$ cat config.mk
export PLATFORM = sky130hd
export DESIGN_NAME = pp_shift_tx
export DESIGN_NICKNAME = d
export VERILOG_FILES = /design/src/rtl/pp_shift_pkg.sv /design/src/rtl/pp_div2.sv /design/src/rtl/pp_shadow.sv /design/src/rtl/pp_shift_eng.sv /design/src/rtl/pp_shift_tx.sv
export SDC_FILE = /design/constraint.sdc
export NUM_CORES = 1
export LEC_CHECK = 0
export BUFFER_PORTS_ARGS = -buffer_cell sky130_fd_sc_hd__buf_4
export CAP_MARGIN = 20
export CORE_MARGIN = 2
export CORE_UTILIZATION = 35
export CTS_BUF_LIST = sky130_fd_sc_hd__clkbuf_4 sky130_fd_sc_hd__clkbuf_8
export CTS_CLUSTER_DIAMETER = 60
export CTS_CLUSTER_SIZE = 16
export DETAILED_ROUTE_END_ITERATION = 8
export SLEW_MARGIN = 40
export SYNTH_ARGS = -nofsm -noshare
export SYNTH_HDL_FRONTEND = slang
export SYNTH_SLANG_ARGS = --single-unit
$ cat constraint.sdc
create_clock -name clk -period 4.79 [get_ports clk]
set_input_delay 0.2395 -clock clk [delete_from_list [all_inputs] [get_ports clk]]
set_output_delay 0.2395 -clock clk [all_outputs]
set_load 0.005 [all_outputs]
$ cat src/rtl/pp_shift_pkg.sv
package pp_shift_pkg;

  typedef enum logic [1:0] {
    ST_IDLE = 2'd0,
    ST_RUN  = 2'd1,
    ST_DONE = 2'd2
  } run_st_e;

  // a divider setting of 0 or 1 both divide by one
  function automatic int unsigned div_eff(input int unsigned v);
    return (v < 2) ? 1 : v;
  endfunction

  // core cycles per serial bit
  function automatic int unsigned bit_period(input int unsigned a, input int unsigned b);
    return div_eff(a) * div_eff(b);
  endfunction

  // serial clock is high for the first half (rounded up) of each bit
  function automatic logic sclk_level(input int unsigned phase, input int unsigned a,
                                      input int unsigned b);
    return phase < ((bit_period(a, b) + 1) / 2);
  endfunction

endpackage

$ cat src/rtl/pp_div2.sv
module pp_div2 #(
  parameter int DIV_W = 4
) (
  input  logic               clk,
  input  logic               rst_n,
  input  logic               run,
  input  logic [DIV_W-1:0]   div_a,
  input  logic [DIV_W-1:0]   div_b,
  output logic               tick,
  output logic [2*DIV_W-1:0] phase
);
  localparam int PH_W = 2 * DIV_W;

  logic [DIV_W-1:0] cnt_a;
  logic [DIV_W-1:0] cnt_b;
  logic             wrap_a;
  logic             wrap_b;

  assign wrap_a = (cnt_a == div_a - DIV_W'(1));
  assign wrap_b = (cnt_b == div_b - DIV_W'(1));
  assign tick   = run && wrap_a && wrap_b;
  assign phase  = PH_W'(cnt_b) * PH_W'(div_a) + PH_W'(cnt_a);

  // first stage
  always_ff @(posedge clk or negedge rst_n) begin
    if (!rst_n) begin
      cnt_a <= '0;
    end else if (!run || wrap_a) begin
      cnt_a <= '0;
    end else begin
      cnt_a <= cnt_a + DIV_W'(1);
    end
  end

  // second stage advances once per first-stage wrap
  always_ff @(posedge clk or negedge rst_n) begin
    if (!rst_n) begin
      cnt_b <= '0;
    end else if (!run) begin
      cnt_b <= '0;
    end else if (wrap_a) begin
      cnt_b <= wrap_b ? '0 : cnt_b + DIV_W'(1);
    end
  end
endmodule

$ cat src/rtl/pp_shadow.sv
module pp_shadow #(
  parameter int WORD_W = 16
) (
  input  logic                   clk,
  input  logic                   rst_n,
  input  logic [1:0]             ld,
  input  logic [WORD_W-1:0]      data,
  input  logic                   take,
  input  logic                   take_idx,
  output logic [1:0][WORD_W-1:0] sh,
  output logic [1:0]             full
);
  for (genvar i = 0; i < 2; i++) begin : g_buf
    always_ff @(posedge clk or negedge rst_n) begin
      if (!rst_n) begin
        sh[i]   <= '0;
        full[i] <= 1'b0;
      end else if (ld[i]) begin
        sh[i]   <= data;
        full[i] <= 1'b1;
      end else if (take && (take_idx == 1'(i))) begin
        full[i] <= 1'b0;
      end
    end
  end
endmodule

$ cat src/rtl/pp_shift_eng.sv
module pp_shift_eng
  import pp_shift_pkg::*;
#(
  parameter int WORD_W = 16,
  parameter int CNT_W  = 8,
  parameter int DIV_W  = 4
) (
  input  logic                   clk,
  input  logic                   rst_n,
  input  logic                   en,
  input  logic                   fixed,
  input  logic [DIV_W-1:0]       div_a,
  input  logic [DIV_W-1:0]       div_b,
  input  logic [CNT_W-1:0]       nbits,
  input  logic [1:0][WORD_W-1:0] sh,
  input  logic [1:0]             full,
  input  logic                   tick,
  output logic                   run,
  output logic [DIV_W-1:0]       lat_a,
  output logic [DIV_W-1:0]       lat_b,
  output logic                   take,
  output logic                   take_idx,
  output logic                   act,
  output logic                   sdo_bit,
  output logic                   underrun
);
  localparam int IDX_W = (WORD_W > 1) ? $clog2(WORD_W) : 1;
  localparam logic [IDX_W-1:0] LAST_IDX = IDX_W'(WORD_W - 1);

  run_st_e           st;
  logic [WORD_W-1:0] shreg;
  logic [IDX_W-1:0]  bidx;
  logic [CNT_W-1:0]  tot;
  logic [CNT_W-1:0]  lat_n;
  logic              lat_fix;

  logic              start;
  logic              start_zero;
  logic              last_bit;
  logic              fix_end;
  logic              free_stop;
  logic              handoff;
  logic [WORD_W-1:0] nxt_word;
  logic              nxt_stale;

  assign run        = (st == ST_RUN);
  assign start      = (st == ST_IDLE) && en;
  assign start_zero = start && fixed && (nbits == '0);
  assign last_bit   = (bidx == LAST_IDX);
  assign fix_end    = lat_fix && (tot == lat_n - CNT_W'(1));
  assign free_stop  = !lat_fix && last_bit && !en;
  assign handoff    = run && tick && last_bit && !fix_end && !free_stop;
  assign take       = (start && !start_zero) || handoff;
  assign take_idx   = (st == ST_IDLE) ? 1'b0 : ~act;
  assign nxt_word   = sh[take_idx];
  assign nxt_stale  = !full[take_idx];
  assign sdo_bit    = run && shreg[0];

  always_ff @(posedge clk or negedge rst_n) begin
    if (!rst_n) begin
      underrun <= 1'b0;
    end else begin
      underrun <= take && nxt_stale;
    end
  end

  always_ff @(posedge clk or negedge rst_n) begin
    if (!rst_n) begin
      st      <= ST_IDLE;
      shreg   <= '0;
      act     <= 1'b0;
      bidx    <= '0;
      tot     <= '0;
      lat_n   <= '0;
      lat_fix <= 1'b0;
      lat_a   <= DIV_W'(1);
      lat_b   <= DIV_W'(1);
    end else begin
      unique case (st)
        ST_IDLE: begin
          if (start) begin
            lat_a   <= DIV_W'(div_eff(32'(div_a)));
            lat_b   <= DIV_W'(div_eff(32'(div_b)));
            lat_n   <= nbits;
            lat_fix <= fixed;
            act     <= 1'b0;
            bidx    <= '0;
            tot     <= '0;
            if (start_zero) begin
              st <= ST_DONE;
            end else begin
              st    <= ST_RUN;
              shreg <= nxt_word;
            end
          end
        end
        ST_RUN: begin
          if (tick) begin
            tot <= tot + CNT_W'(1);
            if (fix_end) begin
              st  <= ST_DONE;
              act <= 1'b0;
            end else if (free_stop) begin
              st  <= ST_IDLE;
              act <= 1'b0;
            end else if (last_bit) begin
              shreg <= nxt_word;
              act   <= ~act;
              bidx  <= '0;
            end else begin
              shreg <= shreg >> 1;
              bidx  <= bidx + IDX_W'(1);
            end
          end
        end
        ST_DONE: begin
          if (!en) begin
            st <= ST_IDLE;
          end
        end
        default: st <= ST_IDLE;
      endcase
    end
  end
endmodule

$ cat src/rtl/pp_shift_tx.sv
module pp_shift_tx
  import pp_shift_pkg::*;
#(
  parameter int WORD_W = 16,
  parameter int DIV_W  = 4,
  parameter int CNT_W  = 8
) (
  input  logic              clk,
  input  logic              rst_n,
  input  logic [WORD_W-1:0] ctl_data,
  input  logic              ctl_ld0,
  input  logic              ctl_ld1,
  input  logic              ctl_en,
  input  logic              cfg_fixed,
  input  logic [DIV_W-1:0]  cfg_div_a,
  input  logic [DIV_W-1:0]  cfg_div_b,
  input  logic [CNT_W-1:0]  cfg_nbits,
  output logic              sdo,
  output logic              sclk,
  output logic              busy,
  output logic              free_buf,
  output logic              underrun
);
  localparam int PH_W = 2 * DIV_W;

  logic                   shift_tick;
  logic [PH_W-1:0]        phase;
  logic [DIV_W-1:0]       lat_a;
  logic [DIV_W-1:0]       lat_b;
  logic                   buf_take;
  logic                   take_idx;
  logic                   act;
  logic [1:0][WORD_W-1:0] sh;
  logic [1:0]             full;

  pp_div2 #(.DIV_W(DIV_W)) u_div (
    .clk   (clk),
    .rst_n (rst_n),
    .run   (busy),
    .div_a (lat_a),
    .div_b (lat_b),
    .tick  (shift_tick),
    .phase (phase)
  );

  pp_shadow #(.WORD_W(WORD_W)) u_shadow (
    .clk      (clk),
    .rst_n    (rst_n),
    .ld       ({ctl_ld1, ctl_ld0}),
    .data     (ctl_data),
    .take     (buf_take),
    .take_idx (take_idx),
    .sh       (sh),
    .full     (full)
  );

  pp_shift_eng #(.WORD_W(WORD_W), .CNT_W(CNT_W), .DIV_W(DIV_W)) u_eng (
    .clk      (clk),
    .rst_n    (rst_n),
    .en       (ctl_en),
    .fixed    (cfg_fixed),
    .div_a    (cfg_div_a),
    .div_b    (cfg_div_b),
    .nbits    (cfg_nbits),
    .sh       (sh),
    .full     (full),
    .tick     (shift_tick),
    .run      (busy),
    .lat_a    (lat_a),
    .lat_b    (lat_b),
    .take     (buf_take),
    .take_idx (take_idx),
    .act      (act),
    .sdo_bit  (sdo),
    .underrun (underrun)
  );

  assign sclk     = busy && sclk_level(32'(phase), 32'(lat_a), 32'(lat_b));
  assign free_buf = ~act;
endmodule

==> summary.txt <==
Run status
  • Outcome: finished clean

Critical path
  • R2r startpoint: u_eng.lat_a[0]$_DFFE_PN1P_
  • Crit. Startpoint: u_eng.lat_a[2]$_DFFE_PN0P_
  • R2r setup slk: around 1.8 ns
  • WP data required: ~4.6 ns
  • WS Path Type: reg2out
  • Capture point of the critical path: sclk
  • Reg2reg end: u_eng.shreg[0]$_DFFE_PN0P_
  • Critical Path Fanout Max: 11
  • R2R cell count: 9
  • Startpoint types: flip-flop
  • Critical path data arrival time: 4.31 ns
  • CP endpoint kind: output pin

Yosys
  • Post-synthesis sequential area ratio: about two fifths
  • Syn Nets: ~680
  • Post-synth EDFFs: 0
  • Most numerous cell in the Yosys netlist: nand2_1
  • Synthesis Warnings: 0
  • Syn Area/Cell: 9.834 µm²
  • Top cells by count, synth: 90 x nand2_1, 89 x dfrtp_1, 43 x ha_1
  • Dominant cell type by area after synthesis: dfrtp_1
  • Async S/R FF share, synth: 100.0%
  • Most used flip-flop cell after synthesis: dfrtp_1
  • Synth area leaders: dfrtp_1 38%, ha_1 9.2%, mux2_2 7.4%, nand2_1 5.8%, fa_1 3.8%
  • Post-synth cell types: 56
  • Cell Area, Synth: 5822 µm²
  • Flops & latches, synth: 91
  • Post-synth top area share: approximately two fifths
  • Cell count after synthesis: 592

STA
  • Fin Hold WS: 0.06917 ns
  • Clock Skew: 0.01001 ns
  • Period utilization: a little over nine tenths
  • Fin. Hold Viols: 0
  • Fin. max-slew vios: 0
  • Worst relative slew slack: 43.12%
  • Setup violators final: 0
  • Worst slew pin tran: 0.8467 ns
  • Fmax: ~220 MHz
  • Crit path time final: 4.554 ns

Floorplan
  • I/O pin count: 43
  • Initial core utilization: between 30 and 40%
  • Die area: 17680 µm²
  • Core area: 16410 µm²
  • Die H: ~130 µm
  • Row count: 47
  • Die X: 133.0 µm

Route
  • Via count: 4246
  • Residual DRC: 0
  • Drt total wl: between 10 and 15 mm
  • 1st-iter DRT viols: 158
  • Router iterations before antenna repair: 4
  • Wire per inst: between 10 and 15 µm
  • Post-route ant nets: 0
  • Routed vias/inst: roughly 4.9

Pwr
  • IR Drop Worst-Case VDD: between 0.0003 and 0.0004 V
  • Power Dens Cells: about 560 nW/µm²
  • Leakage: 3.181 nW

Clocking
  • Num CTS Buffers: 9
  • Clock Latency Late Sink: 0.37 ns
  • Root Buffer: clkbuf_8
  • CTS tree: built
  • Worst-path clk slew: about 0.09 ns
  • H-tree levels: 3
  • Clock sink total: 91
  • CTS max path bufs: 2

Cells and area
  • Number of fill cells in the layout: 1624
  • Area delta synth->final: 14.12%
  • Finished Cell Area: roughly 6600 µm²
  • Fin nets: between 700 and 800
  • Share of layout cells above drive strength 1: between 20% and 30%
  • Ant diodes: 0

Global route
  • Initial antenna violation count: 0
  • Global-route wire length before repair: 21.11 mm
  • Vias in the first global route: approximately 4400
  • GRT Residual Overflow: 0
  • Largest net degree at the start of global routing: 62
  • GR Util All Layers: 14.62%

Placed design
  • DP Area: 6360 µm²
  • HPWL after detailed placement: approximately 8.8 mm
  • PortBufs: 42
  • GP Congestion: 0.8326

Worst hold path
  • Hold WC Path Type: in2reg

Job
  • Max Cap Viol: 0
-- critical path, cell delays in order, from the launching register on --
cell and delay, ns:
dfrtp_1 0.40, buf_4 0.18, nor3_2 0.21, o21ai_0 0.14, fa_1 0.55, inv_1 0.05
fa_1 0.47, ha_1 0.36, a21oi_2 0.17, o21bai_1 0.08, a21oi_1 0.23, nor2b_1 0.07
o21ai_0 0.18, ha_1 0.28, a211o_1 0.29, a31oi_1 0.15, buf_4 0.13
-- worst min path at each step --
| stage | start | to | slack, ns | cells past startpoint |
|---|---|---|---|---|
| floorplan | rst_n | u_div.cnt_a[0]$_DFF_PN0_ | -0.06 | 0 |
| global placement | rst_n | u_shadow.sh[24]$_DFFE_PN0P_ | 0.19 | 1 |
| detailed placement | rst_n | u_shadow.sh[24]$_DFFE_PN0P_ | 0.20 | 1 |
| CTS | cfg_div_b[3] | u_eng.lat_b[3]$_DFFE_PN0P_ | 0.05 | 3 |
| global route | cfg_nbits[6] | u_eng.lat_n[6]$_DFFE_PN0P_ | 0.06 | 3 |
| finish | cfg_div_b[3] | u_eng.lat_b[3]$_DFFE_PN0P_ | 0.07 | 3 |
-- repair_timing --
item	in CTS	in global routing
endpoints found under the hold margin	30	0
setup endpoints to repair	1	1
pin swaps	0	2
setup buffers	0	5
gates resized for setup	1	8
hold buffers	1	0
-- metrics by stage --
| stage | setup TNS (ns) | total power, mW | setup WS [ns] | cells | utilization [%] |
|---|---|---|---|---|---|
| global route | -0.004924 | 4.096 | -0.004924 | 860 | 40.49 |
| detailed placement | 0 | 3.146 | 0.3916 | 838 | 38.76 |
| finish | 0 | 3.729 | 0.2357 | 860 | 40.49 |
| floorplan | 0 | 2.662 | 0.6266 | 592 | - |
| global placement | 0 | 3.083 | 0.5034 | 838 | 38.70 |
| CTS | 0 | 3.709 | 0.06381 | 855 | 40.05 |
-- power breakdown --
group	internal [mW]	total, mW	leakage [nW]	switching (mW)
clock network	0.252	0.536	0.101	0.284
registers	0.986	1.20	1.10	0.212
logic	0.966	1.99	1.98	1.03
total	2.20	3.73	3.18	1.52
-- routing by layer --
layer	share of wire (%)	global-route usage (%)	up-vias	routed length, µm
met4	2.1	5.317	0	255
met1	46	18.79	2077	5665
met5	0	0	-	0
met2	50	24.64	48	6169
li1	-	-	2104	-
met3	2.3	2.682	17	283
-- cell usage in the layout (no fill, tap or decap), drive strengths merged, types with 5 or more instances in the layout --
cell type / count
nand2: 90
dfrtp: 89
buf: 53
mux2: 48
ha: 43
inv: 43
nor2: 38
o21ai: 22
xnor2: 21
a31oi: 19
a21oi: 17
xor2: 15
and2: 15
nand3: 14
nor3: 14
fa: 11
clkbuf: 10
a21o: 9
and3: 8
nor2b: 8
nand4: 5
o21bai: 5
-- final cells by class --
cell class                      instances  area [µm²]  area share, %
Clock buffer                           10       131.4          1.977
Clock inverter                          6       68.82          1.036
Inverter                               41       153.9          2.316
Multi-Input combinational cell        438        3318          49.94
Sequential cell                        91        2285          34.39
Tap cell                              220       275.3          4.143
Timing Repair Buffer                   54       411.6          6.196
-- cell families (layout without fill, tap and decap cells) --
logic type / after synthesis / after routing / share of synthesized area (%)
buf+inv: 63 / 111 / 4.556
fa+ha+maj: 54 / 54 / 13.02
compound gates: 86 / 86 / 9.564
simple gates: 210 / 210 / 17.24
flops: 91 / 91 / 39.16
xor+xnor: 38 / 38 / 6.190
mux: 50 / 50 / 10.27
-- registers in the layout, summed over array words and instances (netlist names) --
signal	cells
u_eng.lat_a	4
u_div.cnt_b	4
u_eng.underrun	1
u_eng.lat_b	4
u_eng.act	1
u_eng.shreg	16
u_eng.bidx	4
u_div.cnt_a	4
u_eng.st	2
u_shadow.full	2
u_eng.lat_n	8
u_eng.lat_fix	1
u_shadow.sh	32
u_eng.tot	8
(Power assumes the default switching activity.)
